File: src/rtl/eis_pkg.sv
package eis_pkg;

  localparam int unsigned CTRL_W     = 32;
  localparam int unsigned MAX_PINS   = 4;
  localparam int unsigned MASTER_BIT = 12;
  localparam int unsigned CRIT_BIT   = 0;

  typedef enum logic [1:0] {
    SENSE_LVL_HI = 2'd0,
    SENSE_RISE   = 2'd1,
    SENSE_FALL   = 2'd2,
    SENSE_LVL_LO = 2'd3
  } sense_e;

  // Field positions descend as the pin index grows.
  function automatic int unsigned sense_lsb(input int unsigned n);
    return 22 - 2 * n;
  endfunction

  function automatic int unsigned en_bit(input int unsigned n);
    return 11 - n;
  endfunction

  function automatic int unsigned ack_bit(input int unsigned n);
    return 27 - n;
  endfunction

  function automatic logic is_edge(input sense_e s);
    return (s == SENSE_RISE) || (s == SENSE_FALL);
  endfunction

  // All bits that carry a function, write-only acknowledge bits included.
  function automatic logic [CTRL_W-1:0] used_mask(input int unsigned npins);
    logic [CTRL_W-1:0] m;
    m = '0;
    for (int unsigned n = 0; n < npins; n++) begin
      m[sense_lsb(n) +: 2] = 2'b11;
      m[en_bit(n)]         = 1'b1;
      m[ack_bit(n)]        = 1'b1;
    end
    m[MASTER_BIT] = 1'b1;
    m[CRIT_BIT]   = 1'b1;
    return m;
  endfunction

endpackage

File: src/rtl/eis_sync.sv
module eis_sync #(
  parameter int unsigned WIDTH  = 4,
  parameter int unsigned STAGES = 2
) (
  input  logic             clk,
  input  logic             rst_n,
  input  logic [WIDTH-1:0] d_i,
  output logic [WIDTH-1:0] q_o
);

  logic [WIDTH-1:0] stage_q [STAGES];
  logic [WIDTH-1:0] stage_d [STAGES];

  for (genvar g = 0; g < STAGES; g++) begin : g_stage
    if (g == 0) begin : g_first
      always_comb stage_d[g] = d_i;
    end else begin : g_rest
      always_comb stage_d[g] = stage_q[g-1];
    end

    always_ff @(posedge clk or negedge rst_n) begin
      if (!rst_n) stage_q[g] <= '0;
      else        stage_q[g] <= stage_d[g];
    end
  end

  assign q_o = stage_q[STAGES-1];

endmodule

File: src/rtl/eis_ctrl_reg.sv
module eis_ctrl_reg
  import eis_pkg::*;
#(
  parameter int unsigned NPINS = 4
) (
  input  logic                      clk,
  input  logic                      rst_n,
  input  logic                      wr_i,
  input  logic [CTRL_W-1:0]         wdata_i,
  output sense_e [NPINS-1:0]        sense_o,
  output logic   [NPINS-1:0]        en_o,
  output logic                      master_o,
  output logic                      crit_o,
  output logic   [NPINS-1:0]        clr_o,
  output logic   [CTRL_W-1:0]       rdata_o
);

  localparam int unsigned SENSE_TOP = sense_lsb(0) + 1;
  localparam int unsigned SENSE_BOT = sense_lsb(NPINS - 1);
  localparam int unsigned ACK_TOP   = ack_bit(0);
  localparam int unsigned ACK_BOT   = ack_bit(NPINS - 1);
  localparam logic [CTRL_W-1:0] USED = used_mask(NPINS);

  sense_e [NPINS-1:0] sense_q, sense_d;
  logic   [NPINS-1:0] en_q, en_d;
  logic               master_q, master_d;
  logic               crit_q, crit_d;

  // Next-state values taken from the write data
  always_comb begin
    for (int unsigned n = 0; n < NPINS; n++) begin
      sense_d[n] = sense_e'(wdata_i[sense_lsb(n) +: 2]);
      en_d[n]    = wdata_i[en_bit(n)];
      clr_o[n]   = wr_i & wdata_i[ack_bit(n)];
    end
    master_d = wdata_i[MASTER_BIT];
    crit_d   = wdata_i[CRIT_BIT];
  end

  // Registers, loaded under the write strobe as clock enable
  always_ff @(posedge clk or negedge rst_n) begin
    if (!rst_n) begin
      sense_q  <= {NPINS{SENSE_LVL_HI}};
      en_q     <= '0;
      master_q <= 1'b0;
      crit_q   <= 1'b0;
    end else if (wr_i) begin
      sense_q  <= sense_d;
      en_q     <= en_d;
      master_q <= master_d;
      crit_q   <= crit_d;
    end
  end

  // Read view: stored fields in place, everything else zero
  always_comb begin
    rdata_o = '0;
    for (int unsigned n = 0; n < NPINS; n++) begin
      rdata_o[sense_lsb(n) +: 2] = sense_q[n];
      rdata_o[en_bit(n)]         = en_q[n];
    end
    rdata_o[MASTER_BIT] = master_q;
    rdata_o[CRIT_BIT]   = crit_q;
  end

  assign sense_o  = sense_q;
  assign en_o     = en_q;
  assign master_o = master_q;
  assign crit_o   = crit_q;

  logic unused_wdata;
  assign unused_wdata = ^(wdata_i & ~USED);

  AST_WRITE_TAKES: assert property (@(posedge clk) disable iff (!rst_n)
    wr_i |=> rdata_o[SENSE_TOP:SENSE_BOT] == $past(wdata_i[SENSE_TOP:SENSE_BOT]));

  AST_ACK_READS_ZERO: assert property (@(posedge clk) disable iff (!rst_n)
    wr_i |=> rdata_o[ACK_TOP:ACK_BOT] == '0);

  AST_ROUTE_FOLLOWS: assert property (@(posedge clk) disable iff (!rst_n)
    wr_i |=> crit_o == $past(wdata_i[CRIT_BIT]));

endmodule

File: src/rtl/eis_pin_cond.sv
module eis_pin_cond
  import eis_pkg::*;
(
  input  logic   clk,
  input  logic   rst_n,
  input  logic   lvl_i,
  input  sense_e sense_i,
  input  logic   en_i,
  input  logic   master_i,
  input  logic   clr_i,
  output logic   req_o
);

  logic prev_q, prev_d;
  logic cap_q, cap_d;
  logic edge_type, rise, fall, hit, active;

  always_comb begin
    edge_type = is_edge(sense_i);
    rise      = lvl_i & ~prev_q;
    fall      = ~lvl_i & prev_q;
    hit       = ((sense_i == SENSE_RISE) & rise) | ((sense_i == SENSE_FALL) & fall);
    // A new edge outranks an acknowledge in the same cycle
    cap_d     = edge_type & (hit | (cap_q & ~clr_i));
    prev_d    = lvl_i;
    if (edge_type)                    active = cap_q;
    else if (sense_i == SENSE_LVL_LO) active = ~lvl_i;
    else                              active = lvl_i;
    req_o     = master_i & en_i & active;
  end

  always_ff @(posedge clk or negedge rst_n) begin
    if (!rst_n) begin
      prev_q <= 1'b0;
      cap_q  <= 1'b0;
    end else begin
      prev_q <= prev_d;
      cap_q  <= cap_d;
    end
  end

  AST_SET_WINS: assert property (@(posedge clk) disable iff (!rst_n)
    (hit && clr_i) |=> cap_q);

  AST_CAPTURE_HOLDS: assert property (@(posedge clk) disable iff (!rst_n)
    (edge_type && cap_q && !clr_i) |=> cap_q);

  AST_LEVEL_DROPS_CAPTURE: assert property (@(posedge clk) disable iff (!rst_n)
    !edge_type |=> !cap_q);

endmodule

File: src/rtl/ext_irq_sense.sv
module ext_irq_sense
  import eis_pkg::*;
#(
  parameter int unsigned NPINS       = 4,
  parameter int unsigned SYNC_STAGES = 2
) (
  input  logic              clk,
  input  logic              rst_n,
  input  logic [NPINS-1:0]  ext_pin_i,
  input  logic              reg_wr_i,
  input  logic [CTRL_W-1:0] reg_wdata_i,
  output logic [CTRL_W-1:0] reg_rdata_o,
  output logic [NPINS-1:0]  irq_req_o,
  output logic              crit_normal_o
);

  sense_e [NPINS-1:0] sense_w;
  logic   [NPINS-1:0] en_w;
  logic   [NPINS-1:0] clr_w;
  logic   [NPINS-1:0] pin_sync;
  logic               master_w;

  eis_sync #(
    .WIDTH  (NPINS),
    .STAGES (SYNC_STAGES)
  ) u_sync (
    .clk   (clk),
    .rst_n (rst_n),
    .d_i   (ext_pin_i),
    .q_o   (pin_sync)
  );

  eis_ctrl_reg #(
    .NPINS (NPINS)
  ) u_ctrl (
    .clk      (clk),
    .rst_n    (rst_n),
    .wr_i     (reg_wr_i),
    .wdata_i  (reg_wdata_i),
    .sense_o  (sense_w),
    .en_o     (en_w),
    .master_o (master_w),
    .crit_o   (crit_normal_o),
    .clr_o    (clr_w),
    .rdata_o  (reg_rdata_o)
  );

  for (genvar g = 0; g < NPINS; g++) begin : g_pin
    eis_pin_cond u_pin (
      .clk      (clk),
      .rst_n    (rst_n),
      .lvl_i    (pin_sync[g]),
      .sense_i  (sense_w[g]),
      .en_i     (en_w[g]),
      .master_i (master_w),
      .clr_i    (clr_w[g]),
      .req_o    (irq_req_o[g])
    );
  end

  AST_MASTER_GATE: assert property (@(posedge clk) disable iff (!rst_n)
    !master_w |-> irq_req_o == '0);

  AST_PIN_MASKED: assert property (@(posedge clk) disable iff (!rst_n)
    (irq_req_o & ~en_w) == '0);

  AST_RESET_QUIET: assert property (@(posedge clk)
    !rst_n |-> (irq_req_o == '0 && reg_rdata_o == '0));

endmodule

File: config.mk
export PLATFORM = sky130hd
export DESIGN_NAME = ext_irq_sense
export DESIGN_NICKNAME = d
export VERILOG_FILES = /design/src/rtl/eis_pkg.sv /design/src/rtl/eis_sync.sv /design/src/rtl/eis_ctrl_reg.sv /design/src/rtl/eis_pin_cond.sv /design/src/rtl/ext_irq_sense.sv
export SDC_FILE = /design/constraint.sdc
export NUM_CORES = 1
export LEC_CHECK = 0
export BUFFER_PORTS_ARGS = -buffer_cell sky130_fd_sc_hd__buf_2
export CAP_MARGIN = 20
export CORE_MARGIN = 1
export CORE_UTILIZATION = 30
export CTS_BUF_LIST = sky130_fd_sc_hd__clkbuf_2
export DETAILED_ROUTE_END_ITERATION = 10
export GPL_TIMING_DRIVEN = 0
export PLACE_DENSITY_LB_ADDON = 0.15
export SYNTH_ARGS = -nofsm -noshare
export SYNTH_HDL_FRONTEND = slang
export SYNTH_SLANG_ARGS = --single-unit
File: constraint.sdc
create_clock -name clk -period 2.81 [get_ports clk]
set_input_delay 0.843 -clock clk [delete_from_list [all_inputs] [get_ports clk]]
set_output_delay 0.843 -clock clk [all_outputs]
set_load 0.1 [all_outputs]
==> impl_results.md, run 1 <==
- Final setup margin: 0.117 ns
- Slowest stage delay, CP: 0.41 ns
- Num CTS Buffers: 5
- CP Max Fanout: 4
- Core ar.: 0.00482 mm^2
- Seq/Total Area, Yosys: 48.8%
- Die area: 0.00542 mm^2
- Initial Util: 31.9%
- Startpoint types: flip-flop
- Netlist cell types: 18
- Design area: 0.00195 mm^2
- Hold slack: 0.342 ns
- Drt wl/cell: 10.7 um
- Gr usage total: 11.8%
- Synth Register Bits: 30
- First-pass GRT wire length: 4550 um
- Layout fillers: 503
- Critical Path, Cell by Cell: inv_1, ha_1, o211ai_1, a21oi_1, buf_4, clkbuf_4
- Hold WC Path Type: reg -> reg
- First DRT Iteration DRCs: 18
- Clock-pin slew of the registers on the worst-case setup and hold paths: 0.16 ns
- Vias in the first global route: 986
- Root buf cell: clkbuf_2
- Die Span Y: 73.6 um
- Critical path arrival: 1.85 ns
- Die W: 73.6 um
- Reg2reg end: g_pin[1].u_pin.cap_q
- CP required: 1.97 ns
- Hold-fix buffers at CTS: 0
- Clock sink total: 30
- CTS tree: built
- Final setup viols: 0
- FP Rows: 25
- Power Density: 610 mW/mm^2
- Post-synthesis cell count: 132
- Share of layout cells above drive strength 1: 45.2%
- Final antenna-violating net count: 0
- Critical Setup Path Class: reg -> out
- IO Port Bufs: 42
- Worst slew margin: 55.5%
- Most frequent cells in the layout: buf_2 (39), dfrtp_1 (30), buf_4 (29), conb_1 (18), ha_1 (12)
- DRC violations left: 0
- Layout area overhead: 26.7%
- Fin nets: 249
- Drt total wl: 2860 um
- Commonest non-fill, non-tap cell in the layout: buf_2
- Fin. Hold Viols: 0
- Peak Freq: 371 MHz
- Largest net degree at the start of global routing: 31
- Skew final: 0.0207 ns
- Layout Cells excl Fill: 266
- DP Area: 0.00190 mm^2
- Max-Cap Viols: 0
- Synthesized area: 0.00154 mm^2
- Crit Reg-Reg Startpoint: u_ctrl.rdata_o[20]
- Antenna Cells: 0
- Post-DP HPWL: 2190 um
- DRT Pass-1 Iters: 2
- CP endpoint kind: primary output
- Hold endpoint: u_sync.q_o[3]
- Maximum VDD drop: 238 uV
- Hold Path Stages: 0
- Vias: 1047
- Placed cell count: 258
- Worst Tran Pin Value: 0.667 ns
- Status: finished clean
- Max-slew violations: 0
- Worst R2R Path Depth: 3
- Max Root-Sink Buffers: 2
- Grt total ovfl: 0
- Clock Latency Late Sink: 0.37 ns
- Pleak: 1.04 nW
- CP max stage cell: dfrtp_1
- Crit path time final: 2.69 ns
- # H-tree levels: 2
- Initial antenna violation count: 0
- Tcrit/Tclk final: 95.8%
- IO Count: 76
- Reg2Reg Setup Slack: 1.76 ns
- Hold Crit Start: u_sync.stage_d[3]
- Synth Area per Inst: 11.7 um^2
- Detailed-route vias per instance: 3.94
- Final GP Congestion: 0.700
- CP delay by family, top: buffers and inverters
- Util after Layout: 40.5%
- Dpl ws: 0.410 ns
- Total of warnings raised by yosys: 0
- Buf/Inv on CP: 3
[registers in the layout, summed over array words and instances, names as in the netlist]
signal / count
g_pin.u_pin.cap_q: 4
u_ctrl.rdata_o: 8
u_ctrl.master_o: 1
u_ctrl.crit_o: 1
u_sync.q_o: 4
g_pin.u_pin.prev_q: 4
u_sync.stage_d: 4
u_ctrl.en_o: 4
[layer usage]
| layer | share of wire, % | vias up | routed length, um | track usage [%] |
|---|---|---|---|---|
| li1 | - | 523 | - | - |
| met1 | 42 | 474 | 1190 | 12.4 |
| met2 | 49 | 45 | 1400 | 20.5 |
| met3 | 7.5 | 5 | 213 | 4.66 |
| met4 | 1.9 | 0 | 55 | 5.77 |
| met5 | 0 | - | 0 | 0 |
[cell type report]
type                       instances  area (um^2)  share of cell area [%]
clock buffer                       6         30.0                    1.54
clock inverter                     2         8.76                   0.449
timing repair buffer              42          224                    11.5
inverter                           8         30.0                    1.54
tap                               67         83.8                    4.30
buffer                            31          241                    12.4
multi-input combinational         80          581                    29.8
sequential                        30          751                    38.5
[kinds of logic after synthesis]
group / share of synthesized area [%]
other cells: 0.244
xor+xnor: 2.28
simple gates: 5.85
fa+ha+maj: 9.76
mux: 5.37
buf+inv: 17.6
flops: 48.8
compound gates: 10.1
[power by group]
group          leakage, nW  switching [W]  internal (W)  total, W
Clock               0.0304       0.000150     0.0000611  0.000211
Combinational        0.643       0.000371      0.000115  0.000485
Sequential           0.362      0.0000278      0.000465  0.000492
[cells in the mapped netlist]
cell	number	area share, %
a21bo_2	4	2.6
a21oi_1	4	1.3
a31oi_1	4	1.6
buf_2	1	0.32
buf_4	28	14
buf_6	1	0.73
buf_8	1	0.98
conb_1	1	0.24
dfrtp_1	30	49
ha_1	12	9.8
inv_1	8	2.0
mux2_2	2	1.5
mux2_4	4	3.9
nand2_1	8	2.0
nand3b_1	8	3.9
o211ai_1	4	2.0
o21ai_0	8	2.6
xnor2_1	4	2.3
[how the worst max path moves through the flow]
stage / from / endpoint / slack, ns / depth (start not counted)
2_1_floorplan: u_ctrl.rdata_o[20] / irq_req_o[1] / 0.05 / 5
5_1_grt: u_ctrl.rdata_o[18] / irq_req_o[2] / -0.009 / 6
6_report: u_ctrl.rdata_o[18] / irq_req_o[2] / 0.12 / 6
3_3_place_gp: u_ctrl.rdata_o[18] / irq_req_o[2] / 0.42 / 6
4_1_cts: u_ctrl.rdata_o[18] / irq_req_o[2] / 0.01 / 6
3_5_place_dp: u_ctrl.rdata_o[20] / irq_req_o[1] / 0.41 / 6
[what timing repair did]
item | 4_1_cts | 5_1_grt
resized for setup | 2 | 3
setup endpoints to repair | 2 | 3
buffers inserted | 0 | 0
[metrics by stage]
step                total power, W  TNS (ns)
floorplan                 0.000911         0
global placement          0.000979         0
detailed placement        0.000984         0
CTS                        0.00120         0
global route               0.00124  -0.00882
finish                     0.00119         0
[worst register-to-register path: cells and delay by family (launching register included)]
kind | cells | cell delay (ns)
AOI/OAI and AO/OA | 1 | 0.15
adders and majority gates | 1 | 0.33
buffers and inverters | 1 | 0.08
DFF | 1 | 0.43
No activity file was read; power rests on OpenSTA's default activity.
==> inputs of run 2 (changes only) <==
CORE_MARGIN = 4   (was 1)
==> run 2 against run 1 <==
  * Worst setup slack gained 0.054 ns
  * Flip-flop and latch count is the same
  * Wire length grew 8.0%
  * Sequential power is essentially flat
  * Clock skew shrank 0.011 ns
  * First-iteration DRC count shrank 17%
  * Critical path type unchanged
  * Largest cell class unchanged
  * Largest power group unchanged
==> impl_results.md, run 2 (same netlist as run 1, synthesis figures left out) <==
- Status: finished clean (unchanged)
- M2 GR Usage: 16.4% (was 20.5%)
- Clock-pin slew of the registers on the worst-case setup and hold paths: 0.16 ns (about the same)
- Fin nets: 249 (unchanged)
- Largest net degree at the start of global routing: 31 (unchanged)
- RSZ-0062 raised after global routing: no
- Max reg flops: 8 (unchanged)
- Final antenna-violating net count: 0 (unchanged)
- Tcrit/Tclk final: 93.9% (was 95.8%)
- Detailed-route vias per instance: 3.95 (was 3.94)
- Die Span Y: 79.6 um (was 73.6 um)
- Slowest stage delay, CP: 0.43 ns (was 0.41 ns)
- CP dominant cell by count: buf_4
- Antenna Cells: 0 (unchanged)
- Clock sink total: 30 (unchanged)
- Initial antenna violation count: 0 (unchanged)
- First DRT Iteration DRCs: 15 (was 18)
- DRC violations left: 0 (unchanged)
- Most frequent cells in the layout: buf_2 (39), dfrtp_1 (30), buf_4 (29), conb_1 (18), ha_1 (12) (unchanged)
- IO Count: 76 (unchanged)
- Util after Layout: 40.4% (was 40.5%)
- Worst slew margin: 54.8% (was 55.5%)
- Clock Latency Late Sink: 0.35 ns (was 0.37 ns)
- Most Used Layer, Global Route: met2 (unchanged)
- Post-CTS setup buffers: 0 (unchanged)
- Post-DP HPWL: 2350 um (was 2190 um)
- Grt total ovfl: 0 (unchanged)
- Setup crit start: u_ctrl.rdata_o[22] (was u_ctrl.rdata_o[18])
- FP Rows: 25 (unchanged)
- Crit path time final: 2.64 ns (was 2.69 ns)
- Hold-fix buffers at CTS: 0 (unchanged)
- Root buf cell: clkbuf_2 (unchanged)
- CP endpoint kind: primary output (unchanged)
- Vias in the first global route: 1069 (was 986)
- Worst Tran Pin Value: 0.678 ns (was 0.667 ns)
- Worst R2R Path Depth: 3 (unchanged)
- Post_cts resized: 4 (was 2)
- Final GP Congestion: 0.696 (was 0.700)
- IO Port Bufs: 42 (unchanged)
- Die W: 79.6 um (was 73.6 um)
- Final setup viols: 0 (unchanged)
- First-pass GRT wire length: 4950 um (was 4550 um)
- Num CTS Buffers: 5 (unchanged)
- Core ar.: 0.00485 mm^2 (was 0.00482 mm^2)
- Drt wl/cell: 11.6 um (was 10.7 um)
- Die area: 0.00634 mm^2 (was 0.00542 mm^2)
- Gr usage total: 10.2% (was 11.8%)
- CP delay by family, top: buffers and inverters (unchanged)
- Drt total wl: 3090 um (was 2860 um)
- Critical Path, Cell by Cell: inv_1, ha_1, o211ai_1, a21oi_1, buf_4, buf_4 (was inv_1, ha_1, o211ai_1, a21oi_1, buf_4, clkbuf_4)
- GR Util met1: 11.7% (was 12.4%)
- Hold Crit Start: u_sync.stage_d[3] (unchanged)
- CTS tree: built (unchanged)
- Max-Cap Viols: 0 (unchanged)
- Layout area overhead: 27.2% (was 26.7%)
- Initial Util: 31.7% (was 31.9%)
- Hold endpoint: u_sync.q_o[3] (unchanged)
- Reg2Reg Setup Slack: 1.76 ns (about the same)
- CP Max Fanout: 4 (unchanged)
- Maximum VDD drop: 208 uV (was 238 uV)
- Share of layout cells above drive strength 1: 45.2% (unchanged)
- Critical path arrival: 1.80 ns (was 1.85 ns)
- Max-slew violations: 0 (unchanged)
- Commonest non-fill, non-tap cell in the layout: buf_2 (unchanged)
- Setup tns final: 0 ns (unchanged)
- Crit Reg-Reg Startpoint: u_ctrl.rdata_o[18] (was u_ctrl.rdata_o[20])
- Fin. Hold Viols: 0 (unchanged)
- DRT Pass-1 Iters: 4 (was 2)
- Power Density: 608 mW/mm^2 (was 610 mW/mm^2)
- Hold WC Path Type: reg -> reg (unchanged)
- Buf/Inv on CP: 3 (unchanged)
- Critical Setup Path Class: reg -> out (unchanged)
- Startpoint types: flip-flop (unchanged)
- # H-tree levels: 2 (unchanged)
- CP required: 1.97 ns (about the same)
- Pleak: 1.04 nW (about the same)
- CP max stage cell: dfrtp_1 (unchanged)
- Reg2reg end: g_pin[2].u_pin.cap_q (was g_pin[1].u_pin.cap_q)
- M3 GR Usage: 5.08% (was 4.66%)
- Vias: 1050 (was 1047)
- Hold Path Stages: 0 (unchanged)
- Skew final: 0.00973 ns (was 0.0207 ns)
- Peak Freq: 379 MHz (was 371 MHz)
- Max Root-Sink Buffers: 2 (unchanged)
==> run 2: worst register-to-register path: stages, from the launching register on <==
cell and delay, ns:
dfrtp_1 0.42, inv_1 0.08, ha_1 0.33, a31oi_1 0.16
==> run 2: cell type report <==
cell class	instances	area (um^2)
inverter	8	30.0
timing repair buffer	42	231
multi-input combinational	80	581
clock buffer	6	30.0
fill	505	2890
buffer	31	241
sequential	30	751
tap	67	83.8
clock inverter	2	8.76
==> run 2: metrics by stage <==
step,total power (W),area (um^2),setup slack [ns],instances,hold slack (ns)
global placement,0.000980,1900,0.415,258,0.333
floorplan,0.000911,1600,0.0528,149,0.331
detailed placement,0.000985,1900,0.417,258,0.335
CTS,0.00120,1950,0.0893,266,0.346
finish,0.00119,1960,0.171,266,0.356
global route,0.00125,1960,0.000472,266,0.361
==> run 2: routing by layer <==
metal	vias up	routed length (um)
li1	523	-
met1	471	1280
met2	50	1410
met3	6	352
met4	0	41
met5	-	0
==> run 2: report_power, final <==
group	switching [W]	total, W	internal (W)	leakage, nW
combinational	0.000372	0.000489	0.000117	0.646
sequential	0.0000278	0.000492	0.000465	0.362
clock	0.000146	0.000208	0.0000612	0.0304
total	0.000547	0.00119	0.000642	1.04
==> run 2: worst max-delay path by stage <==
stage / endpoint / slack (ns) / depth (start not counted)
finish: irq_req_o[0] / 0.17 / 6
global route: irq_req_o[2] / 0.0005 / 6
CTS: irq_req_o[1] / 0.09 / 6
detailed placement: irq_req_o[1] / 0.42 / 6
global placement: irq_req_o[2] / 0.42 / 6
floorplan: irq_req_o[1] / 0.05 / 5
==> inputs of run 3 (changes only) <==
RECOVER_POWER = 50   (was unset)
==> run 3 against run 2 <==
  * The run now ends with max-capacitance violations, max-slew violations left
  * Largest cell class unchanged
  * Sequential share of layout area grew 0.40 points
  * Clock skew shrank 0.00079 ns
  * Highest routed layer unchanged
  * Register-to-register slack hardly changed
==> impl_results.md, run 3 (same netlist as run 1, synthesis figures left out) <==
- Setup tns final: 0 ns (unchanged)
- Maximum VDD drop: 208 uV (about the same)
- FP Rows: 25 (unchanged)
- Startpoint types: flip-flop (unchanged)
- Buf/Inv on CP: 3 (unchanged)
- Antenna Cells: 0 (unchanged)
- # H-tree levels: 2 (unchanged)
- Status: finished with violations (was finished clean)
- CTS tree: built (unchanged)
- Final GP Congestion: 0.696 (unchanged)
- Hold WC Path Type: reg -> reg (unchanged)
- Tcrit/Tclk final: 94.2% (was 93.9%)
- Stages on worst setup path: 6 (unchanged)
- CP endpoint kind: primary output (unchanged)
- CP delay by family, top: buffers and inverters (unchanged)
- Drt total wl: 3080 um (was 3090 um)
- IO Port Bufs: 42 (unchanged)
- Gr usage total: 10.2% (unchanged)
- Fin. Hold Viols: 0 (unchanged)
- First-pass GRT wire length: 4950 um (unchanged)
- Crit Reg-Reg Startpoint: u_ctrl.rdata_o[18] (unchanged)
- Failing checks: max-capacitance violations, max-slew violations
- Clock-pin slew of the registers on the worst-case setup and hold paths: 0.16 ns (about the same)
- Max-Cap Viols: 1 (was 0)
- Worst slew margin: -7.58% (was 54.8%)
- CP dominant cell by count: buf_4 (unchanged)
- RSZ-0062 raised after global routing: no (unchanged)
- Die W: 79.6 um (unchanged)
- Capture point of the critical path: irq_req_o[0] (unchanged)
- Final antenna-violating net count: 0 (unchanged)
- CP max stage cell: dfrtp_1 (unchanged)
- Layout area overhead: 25.9% (was 27.2%)
- Post-DP HPWL: 2350 um (unchanged)
- Num CTS Buffers: 5 (unchanged)
- DRC violations left: 0 (unchanged)
- Commonest non-fill, non-tap cell in the layout: buf_2 (unchanged)
- Slowest stage delay, CP: 0.43 ns (about the same)
- CP Max Fanout: 4 (unchanged)
- Max-slew violations: 31 (was 0)
- Max Root-Sink Buffers: 2 (unchanged)
- Largest net degree at the start of global routing: 31 (unchanged)
- Grt total ovfl: 0 (unchanged)
- Power Density: 613 mW/mm^2 (was 608 mW/mm^2)
- Skew final: 0.00894 ns (was 0.00973 ns)
- Critical Path, Cell by Cell: inv_1, ha_1, o211ai_1, a21oi_1, buf_4, buf_4 (unchanged)
- Setup crit start: u_ctrl.rdata_o[22] (unchanged)
- Initial antenna violation count: 0 (unchanged)
- Initial Util: 31.7% (unchanged)
- Vias in the first global route: 1069 (unchanged)
- Root buf cell: clkbuf_2 (unchanged)
- CP required: 1.97 ns (about the same)
- IO Count: 76 (unchanged)
- Reg2reg end: g_pin[2].u_pin.cap_q (unchanged)
- Worst R2R Path Depth: 3 (unchanged)
- Clock sink total: 30 (unchanged)
- Clock Latency Late Sink: 0.36 ns (was 0.35 ns)
- Crit path time final: 2.65 ns (was 2.64 ns)
- DRT Pass-1 Iters: 4 (unchanged)
- Critical path arrival: 1.80 ns (about the same)
- Max reg flops: 8 (unchanged)
- Critical Setup Path Class: reg -> out (unchanged)
- Fin nets: 249 (unchanged)
- Core ar.: 0.00485 mm^2 (unchanged)
- Hold slack: 0.357 ns (was 0.356 ns)
- Vias: 1044 (was 1050)
- Pleak: 1.02 nW (was 1.04 nW)
- Worst Tran Pin Value: 1.61 ns (was 0.678 ns)
- Drt wl/cell: 11.6 um (about the same)
- Reg2Reg Setup Slack: 1.75 ns (was 1.76 ns)
- Final setup viols: 0 (unchanged)
- Peak Freq: 378 MHz (was 379 MHz)
- Die area: 0.00634 mm^2 (unchanged)
- Die Span Y: 79.6 um (unchanged)
- First DRT Iteration DRCs: 21 (was 15)
- Detailed-route vias per instance: 3.92 (was 3.95)
- Most frequent cells in the layout: buf_2 (38), dfrtp_1 (30), buf_4 (29), conb_1 (18), ha_1 (12) (was buf_2 (39), dfrtp_1 (30), buf_4 (29), conb_1 (18), ha_1 (12))
- Share of layout cells above drive strength 1: 43.7% (was 45.2%)
[run 3: through the flow]
step | cells | area (um^2) | setup WS (ns) | total power (W) | utilization (%)
finish | 266 | 1940 | 0.164 | 0.00119 | 39.9
global route | 266 | 1940 | 0.000472 | 0.00125 | 39.9
CTS | 266 | 1950 | 0.0893 | 0.00120 | 40.1
detailed placement | 258 | 1900 | 0.417 | 0.000985 | 39.1
global placement | 258 | 1900 | 0.415 | 0.000980 | 39.1
floorplan | 149 | 1600 | 0.0528 | 0.000911 | -
[run 3: how the worst min path moves through the flow]
stage	startpoint	endpoint	slack, ns	depth (start not counted)
4_1_cts	u_sync.stage_d[3]	u_sync.q_o[3]	0.35	0
5_1_grt	u_sync.stage_d[3]	u_sync.q_o[3]	0.36	0
3_5_place_dp	u_sync.stage_d[3]	u_sync.q_o[3]	0.33	0
2_1_floorplan	u_sync.stage_d[0]	u_sync.q_o[0]	0.33	0
6_report	u_sync.stage_d[3]	u_sync.q_o[3]	0.36	0
3_3_place_gp	u_sync.stage_d[1]	u_sync.q_o[1]	0.33	0
[run 3: area by class of cell]
class	instances	area (um^2)
Multi-Input combinational cell	80	581
Tap cell	67	83.8
Timing Repair Buffer	42	230
Sequential cell	30	751
Clock buffer	6	30.0
Clock inverter	2	8.76
Fill cell	504	2910
Buffer	31	223
Inverter	8	30.0
[run 3: repair_timing]
item	CTS	global route
hold buffers	0	0
gates resized for setup	4	3
buffers inserted	0	0
endpoints found under the setup margin	4	3
[run 3: layer usage]
layer  GRT usage (%)  routed length [um]  vias to the layer above
li1                -                   -                      523
met1            11.7                1270                      463
met2            16.4                1410                       52
met3            5.08                 362                        6
met4            3.61                  40                        0
met5               0                   0                        -
[run 3: where the power goes]
group / internal [W] / switching, W
clock: 0.0000612 / 0.000147
combinational: 0.000114 / 0.000372
sequential: 0.000465 / 0.0000280
total: 0.000639 / 0.000547
